--- src/rtl/ghk_pkg.sv ---
// Shared constants and types for the GHASH subkey precompute.
// Assumes 64-bit lanes; the reduction constant is derived, not typed in.
package ghk_pkg;
    localparam int          LANE_W   = 64;
    localparam logic [7:0]  RED_BYTE = 8'hE1;
    // 0xE1 moved up 57 places leaves 0xC2 in the top byte of a lane
    localparam logic [LANE_W-1:0] RED_K = {{(LANE_W-8){1'b0}}, RED_BYTE} << 57;

    typedef enum logic [2:0] {
        ST_IDLE,
        ST_LL,
        ST_HH,
        ST_MM,
        ST_FIN
    } ghk_state_e;
endpackage

--- src/rtl/ghk_twist.sv ---
// Converts a subkey into its twisted form: swap lanes, shift left one bit,
// fold the lost top bit back with the reduction constant.
// Assumes W is two lanes of the package lane width. Purely combinational.
module ghk_twist #(
    parameter int W = 128
) (
    input  logic [W-1:0] key_i,
    output logic [W-1:0] twist_o
);
    localparam int HW = W / 2;

    logic [W-1:0] swapped;
    logic [W-1:0] fold;

    // Swap halves, shift, and apply the conditional fold constant
    always_comb begin
        swapped = {key_i[HW-1:0], key_i[W-1:HW]};
        fold    = {ghk_pkg::RED_K, {(HW-1){1'b0}}, 1'b1};
        twist_o = {swapped[W-2:0], 1'b0} ^ (swapped[W-1] ? fold : '0);
    end
endmodule

--- src/rtl/ghk_clmul_iter.sv ---
// Iterative carry-less multiplier, one multiplier bit per cycle.
// start_i loads operands; done_o pulses once when prod_o is final.
// Assumes start_i is only raised when no product is in progress.
module ghk_clmul_iter #(
    parameter int W = 64
) (
    input  logic           clk,
    input  logic           rst_n,
    input  logic           start_i,
    input  logic [W-1:0]   a_i,
    input  logic [W-1:0]   b_i,
    output logic           done_o,
    output logic [2*W-1:0] prod_o
);
    localparam int CW = $clog2(W);

    logic [2*W-1:0] mcand_q;
    logic [2*W-1:0] acc_q;
    logic [W-1:0]   mplier_q;
    logic [CW-1:0]  cnt_q;
    logic           run_q;
    logic           done_q;

    // Shift-and-XOR datapath with bit counter
    always_ff @(posedge clk) begin
        if (!rst_n) begin
            mcand_q  <= '0;
            acc_q    <= '0;
            mplier_q <= '0;
            cnt_q    <= '0;
            run_q    <= 1'b0;
            done_q   <= 1'b0;
        end else begin
            done_q <= 1'b0;
            if (start_i) begin
                mcand_q  <= {{W{1'b0}}, a_i};
                mplier_q <= b_i;
                acc_q    <= '0;
                cnt_q    <= '0;
                run_q    <= 1'b1;
            end else if (run_q) begin
                acc_q    <= acc_q ^ (mplier_q[0] ? mcand_q : '0);
                mcand_q  <= mcand_q << 1;
                mplier_q <= mplier_q >> 1;
                cnt_q    <= cnt_q + 1'b1;
                if (cnt_q == CW'(W - 1)) begin
                    run_q  <= 1'b0;
                    done_q <= 1'b1;
                end
            end
        end
    end

    assign done_o = done_q;
    assign prod_o = acc_q;
endmodule

--- src/rtl/ghk_reduce.sv ---
// Two-phase reduction of a 256-bit carry-less product in the twisted domain.
// Multiplications by the sparse constant are shift-XOR trees. Combinational.
module ghk_reduce #(
    parameter int H = 64
) (
    input  logic [4*H-1:0] wide_i,
    output logic [2*H-1:0] rem_o
);
    logic [H-1:0]   w0, w1, w2, w3;
    logic [2*H-1:0] m1, m2, v;

    // Carry-less product of a lane with the reduction constant
    function automatic logic [2*H-1:0] mul_k(input logic [H-1:0] x);
        logic [2*H-1:0] r;
        r = '0;
        for (int i = 0; i < H; i++) begin
            if (ghk_pkg::RED_K[i]) r = r ^ ({{H{1'b0}}, x} << i);
        end
        return r;
    endfunction

    // Fold the low two words into the high two words
    always_comb begin
        {w3, w2, w1, w0} = wide_i;
        m1    = mul_k(w0);
        v     = {w0 ^ m1[2*H-1:H], w1 ^ m1[H-1:0]};
        m2    = mul_k(v[H-1:0]);
        rem_o = m2 ^ {v[H-1:0], v[2*H-1:H]} ^ {w3, w2};
    end
endmodule

--- src/rtl/ghk_precompute.sv ---
// Top of the subkey precompute: twist on load, three squared partial
// products through one iterative multiplier, Karatsuba recombination,
// reduction, and registered outputs published on a one-cycle done pulse.
// Assumes load_i is a strobe; loads during a job are dropped.
module ghk_precompute #(
    parameter int LANE_W = ghk_pkg::LANE_W
) (
    input  logic                clk,
    input  logic                rst_n,
    input  logic                load_i,
    input  logic [2*LANE_W-1:0] h_i,
    output logic                busy_o,
    output logic                done_o,
    output logic [2*LANE_W-1:0] twist_o,
    output logic [2*LANE_W-1:0] packed_o,
    output logic [2*LANE_W-1:0] hsq_o
);
    import ghk_pkg::*;

    localparam int BW = 2 * LANE_W;

    ghk_state_e        state_q;
    logic [BW-1:0]     tw_q, xl_q, xh_q, xm_q;
    logic [BW-1:0]     twist_d, mul_prod, mid, rem;
    logic [2*BW-1:0]   wide;
    logic [LANE_W-1:0] op;
    logic              start_q, mul_done, done_q;
    logic [BW-1:0]     twist_q, packed_q, hsq_q;

    ghk_twist #(.W(BW)) u_twist (
        .key_i   (h_i),
        .twist_o (twist_d)
    );

    // Operand for the current squared partial product
    always_comb begin
        case (state_q)
            ST_HH:   op = tw_q[BW-1:LANE_W];
            ST_MM:   op = tw_q[BW-1:LANE_W] ^ tw_q[LANE_W-1:0];
            default: op = tw_q[LANE_W-1:0];
        endcase
    end

    ghk_clmul_iter #(.W(LANE_W)) u_mul (
        .clk     (clk),
        .rst_n   (rst_n),
        .start_i (start_q),
        .a_i     (op),
        .b_i     (op),
        .done_o  (mul_done),
        .prod_o  (mul_prod)
    );

    // Karatsuba recombination into a 256-bit product
    always_comb begin
        mid  = xm_q ^ xl_q ^ xh_q;
        wide = {xh_q[BW-1:LANE_W],
                xh_q[LANE_W-1:0] ^ mid[BW-1:LANE_W],
                xl_q[BW-1:LANE_W] ^ mid[LANE_W-1:0],
                xl_q[LANE_W-1:0]};
    end

    ghk_reduce #(.H(LANE_W)) u_red (
        .wide_i (wide),
        .rem_o  (rem)
    );

    // Sequencer: accept load, run three products, publish results
    always_ff @(posedge clk) begin
        if (!rst_n) begin
            state_q  <= ST_IDLE;
            tw_q     <= '0;
            xl_q     <= '0;
            xh_q     <= '0;
            xm_q     <= '0;
            start_q  <= 1'b0;
            done_q   <= 1'b0;
            twist_q  <= '0;
            packed_q <= '0;
            hsq_q    <= '0;
        end else begin
            start_q <= 1'b0;
            done_q  <= 1'b0;
            case (state_q)
                ST_IDLE: if (load_i) begin
                    tw_q    <= twist_d;
                    start_q <= 1'b1;
                    state_q <= ST_LL;
                end
                ST_LL: if (mul_done) begin
                    xl_q    <= mul_prod;
                    start_q <= 1'b1;
                    state_q <= ST_HH;
                end
                ST_HH: if (mul_done) begin
                    xh_q    <= mul_prod;
                    start_q <= 1'b1;
                    state_q <= ST_MM;
                end
                ST_MM: if (mul_done) begin
                    xm_q    <= mul_prod;
                    state_q <= ST_FIN;
                end
                default: begin
                    twist_q  <= tw_q;
                    hsq_q    <= rem;
                    packed_q <= {rem[BW-1:LANE_W] ^ rem[LANE_W-1:0],
                                 tw_q[BW-1:LANE_W] ^ tw_q[LANE_W-1:0]};
                    done_q   <= 1'b1;
                    state_q  <= ST_IDLE;
                end
            endcase
        end
    end

    assign busy_o   = (state_q != ST_IDLE);
    assign done_o   = done_q;
    assign twist_o  = twist_q;
    assign packed_o = packed_q;
    assign hsq_o    = hsq_q;
endmodule

--- config.mk ---
export PLATFORM = sky130hd
export DESIGN_NAME = ghk_precompute
export DESIGN_NICKNAME = d
export VERILOG_FILES = /design/src/rtl/ghk_pkg.sv /design/src/rtl/ghk_twist.sv /design/src/rtl/ghk_clmul_iter.sv /design/src/rtl/ghk_reduce.sv /design/src/rtl/ghk_precompute.sv
export SDC_FILE = /design/constraint.sdc
export NUM_CORES = 2
export LEC_CHECK = 0
export CAP_MARGIN = 20
export CORE_ASPECT_RATIO = 0.6
export CORE_MARGIN = 8
export CORE_UTILIZATION = 50
export DETAILED_ROUTE_END_ITERATION = 6
export DONT_BUFFER_PORTS = 1
export PLACE_DENSITY_LB_ADDON = 0.3
export SYNTH_ARGS = -nofsm -noshare
export SYNTH_HDL_FRONTEND = slang
export SYNTH_SLANG_ARGS = --single-unit
export TNS_END_PERCENT = 20
--- constraint.sdc ---
create_clock -name clk -period 5.4 [get_ports clk]
set_input_delay 0.27 -clock clk [delete_from_list [all_inputs] [get_ports clk]]
set_output_delay 0.27 -clock clk [all_outputs]
set_load 0.02 [all_outputs]
==> results.txt <==
----------------------------------------------------
[Run status]
  Outcome ... completed

[Floorplanning]
  Cell Rows ... 92
  Die X ... 435 µm
  Die Outline Area ... 116,000 µm²
  Effective utilization at floorplan ... 50.3%
  Die Y ... 268 µm
  Core region area ... 105,000 µm²
  # IOs ... 517

[Timing]
  Number of slew-limit violations in the final report ... 0
  Total Negative Setup Slacks ... 0 ns
  Final worst clock skew ... 0.0302 ns
  RSZ-0062 raised after global routing ... false
  Tcrit/Tclk final ... 56.4%
  Maximum frequency from static timing analysis ... 328 MHz
  Max_slew headroom ... 26.5%
  Total of endpoints with negative setup slack in the final report ... 0
  Final hold violations ... 0
  Final min period ... 3.04 ns
  Tightest Pin Transition ... 1.10 ns

[Placed design]
  I/O Buffers ... 0
  Dpl hpwl ... 97.8 mm
  Routability congestion estimate from global placement ... 0.847
  Cell area after placement ... 53,400 µm²

[Synth]
  Total of warnings raised by yosys ... 0
  Nets in the synthesized netlist ... 6,038
  Number of distinct library cells after synthesis ... 39
  FFs w/ async S/R, synth ... 0%
  Largest cells by area after synthesis ... dfxtp_1, nand2_1, xnor2_1, a21oi_1, mux2i_1
  Most used standard cells in the synthesized netlist ... dfxtp_1, nand2_1, a21oi_1, nor2_1, xnor2_1
  Mapped Avg Cell Area ... 8.93 µm²
  Most frequent cell after synthesis ... dfxtp_1
  Proportion of synthesized chip area in sequential cells ... 46.6%
  Flip-flop and latch count after synthesis ... 1,229
  Synth Cell Area ... 52,700 µm²
  Number of standard cells after synthesis ... 5,906
  Share of the synthesized area in the top cell type ... 46.6%
  Post-synthesis cell type with the largest combined area ... dfxtp_1
  EDFF count, synth ... 0
  Dominant synthesized flop cell ... dfxtp_1

[CTS]
  H-tree Lvls ... 3
  CTS tree ... built
  Number of buffers added by the clock tree synthesis step ... 112
  CTS clock-pin slew for the worst setup and hold paths ... 0.07 ns
  Maximum buffer depth of the clock tree ... 3
  Clock insertion delay at the later pin of the skew report ... 0.74 ns
  Clock root buffer ... clkbuf_16
  Total number of clock tree sinks ... 1,229
  Postcts setup bufs ... 0

[Worst setup path]
  Startpoint of the worst register-to-register path ... state_q[2]
  R2R setup slack ... 2.36 ns
  End of the worst register-to-register path ... xh_q[84]
  Critical path capture point type ... flop
  Critical Path Start Type ... flop
  Launch point of the worst path ... state_q[2]
  Crit path max fanout ... 70
  Crit path capture ... xh_q[84]
  Crit path top cell by count ... buf_4
  Arrival time reported for the critical path endpoint ... 3.69 ns
  Number of cell instances on the worst register-to-register path ... 6
  Critical-path top delay cell ... buf_4
  Critical path class ... reg -> reg
  Data required time at the worst endpoint ... 6.04 ns
  Crit path largest cell delay ... 0.86 ns
  Ordered cell list for the critical path ... nor2_1, nand3_4, buf_4, buf_4, nand2_1, a21oi_1

[Power]
  Switching power share of the total ... 22.9%
  Static Leak ... 19.9 nW
  Clock group share of total power ... 45.6%
  Total power density per cell area ... 315 nW/µm²
  Power spent charging and discharging nets ... 4.23 mW
  Combinational share of power ... 3.8%
  Sequential share of power ... 50.6%
  Internal power component ... 14.2 mW
  Max rail drop VDD ... 0.000275 V

[Global routing]
  Global-route wire length before repair ... 228 mm
  Initial antenna violation count ... 2
  Gr usage total ... 24.3%
  Overflow left after global routing ... 0
  Via count of the first global-routing pass ... 37,500
  Maximum number of pins on one net before global-route repair ... 174

[Drt]
  WL/cell ... 20.4 µm
  Total length of routed wires ... 148 mm
  Post-detailed-route via-to-cell ratio ... 5.48
  Detailed Routing Iterations Pass 1 ... 5
  Detailed-route via count ... 39,800
  Starting DRC count in detailed routing ... 3,374
  Drt drc ... 0
  Remaining antenna violation count after routing ... 0

[Worst hold path]
  Kind of path behind the tightest hold check ... in -> reg

[Final layout]
  Layout cell share with drive strength beyond 1 ... 4.85%
  Final layout net count ... 5,888
  Relative area change from synthesis to final layout ... 11.1%
  Post-route cell area ... 58,600 µm²

[Run]
  Maxcap violations ... 0

----------------------------------------------------
==> cells by family after synthesis <==
| kind of cell | Yosys count | share of synthesized area, % |
|---|---|---|
| xor gates and xnor gates | 848 | 17.6 |
| muxes | 354 | 6.75 |
| AOI/OAI and AO/OA | 1201 | 12.2 |
| adders and majority gates | 1 | 0.0237 |
| and+or+nand+nor | 1833 | 13.6 |
| DFF | 1229 | 46.6 |
| buffers and inverters | 440 | 3.19 |
==> worst max-delay path: cells and delay by family, from the launching register on <==
family | cells | cell delay, ns
and+or+nand+nor | 3 | 0.51
AOI/OAI and AO/OA | 1 | 0.20
DFF | 1 | 0.67
buffers and inverters | 2 | 1.49
==> metal layers <==
layer | track usage (%) | vias up | wire length [µm]
li1 | - | 19300 | -
met1 | 31.9 | 19200 | 63800
met2 | 41.0 | 1067 | 71300
met3 | 3.93 | 243 | 8030
met4 | 7.92 | 0 | 5290
met5 | 0 | - | 0
==> power by group through the flow <==
stage / Sequential [mW] / Clock (mW) / Combinational, mW
floorplan: 9.48 / 0 / 0.501
global placement: 9.54 / 0 / 0.580
detailed placement: 9.54 / 0 / 0.591
CTS: 9.34 / 8.56 / 0.698
global route: 9.35 / 8.94 / 0.768
finish: 9.34 / 8.42 / 0.697
==> worst min-delay path by stage <==
| stage | from | to | slack (ns) | cells past startpoint |
|---|---|---|---|---|
| floorplan | h_i[63] | tw_q[0] | 0.41 | 2 |
| global placement | h_i[98] | tw_q[35] | 0.41 | 2 |
| detailed placement | rst_n | hsq_o[106] | 0.41 | 1 |
| CTS | rst_n | done_o | 0.02 | 3 |
| global route | rst_n | hsq_o[76] | 0.04 | 2 |
| finish | rst_n | hsq_o[41] | 0.03 | 3 |
==> area by class of cell <==
class | instances | area, µm²
flip-flops and latches | 1229 | 24600
diodes | 2 | 5.00
well taps | 1410 | 1760
repair buffers | 171 | 1800
clock buffers | 159 | 3230
clock inverters | 49 | 653
multi-input cells | 4237 | 26500
inverters | 5 | 31.3
fillers | 9213 | 46100
==> registers in the layout, indices dropped and copies added (netlist names) <==
| name | flops |
|---|---|
| state_q | 3 |
| u_mul.mplier_q | 64 |
| twist_o | 128 |
| u_mul.mcand_q | 128 |
| hsq_o | 128 |
| done_o | 1 |
| start_q | 1 |
| u_mul.prod_o | 128 |
| u_mul.run_q | 1 |
| xl_q | 128 |
| u_mul.cnt_q | 6 |
| xm_q | 128 |
| u_mul.done_o | 1 |
| tw_q | 128 |
| xh_q | 128 |
| packed_o | 128 |
==> timing repair <==
action                                 in CTS  in global routing
hold buffers                              131                  0
resized for setup                           0                  0
endpoints found under the hold margin     361                  0
==> metrics by stage <==
step                total power [mW]  setup WS, ns  utilization, %  hold slack [ns]  instances
finish                          18.5          2.36            56.0           0.0333       7262
global route                    19.1          2.18            56.0           0.0403       7262
CTS                             18.6          2.35            56.0           0.0158       7260
detailed placement              10.1          2.37            51.0            0.412       6921
global placement                10.1          2.49            51.0            0.409       6921
floorplan                       9.98          3.24               -            0.406       5906
==> layout by cell type, fill, tap and decap left out, types with 116 or more instances in the layout <==
master         Yosys  routed
a21oi_1          831     831
dfxtp_1         1229    1226
dlygate4sd3_1      0     130
mux2i_1          339     339
nand2_1         1169    1167
nor2_1           499     499
o21ai_0          211     211
xnor2_1          483     483
xnor3_1          116     116
xor2_1           220     220
No activity file was read; power rests on OpenSTA's default activity.
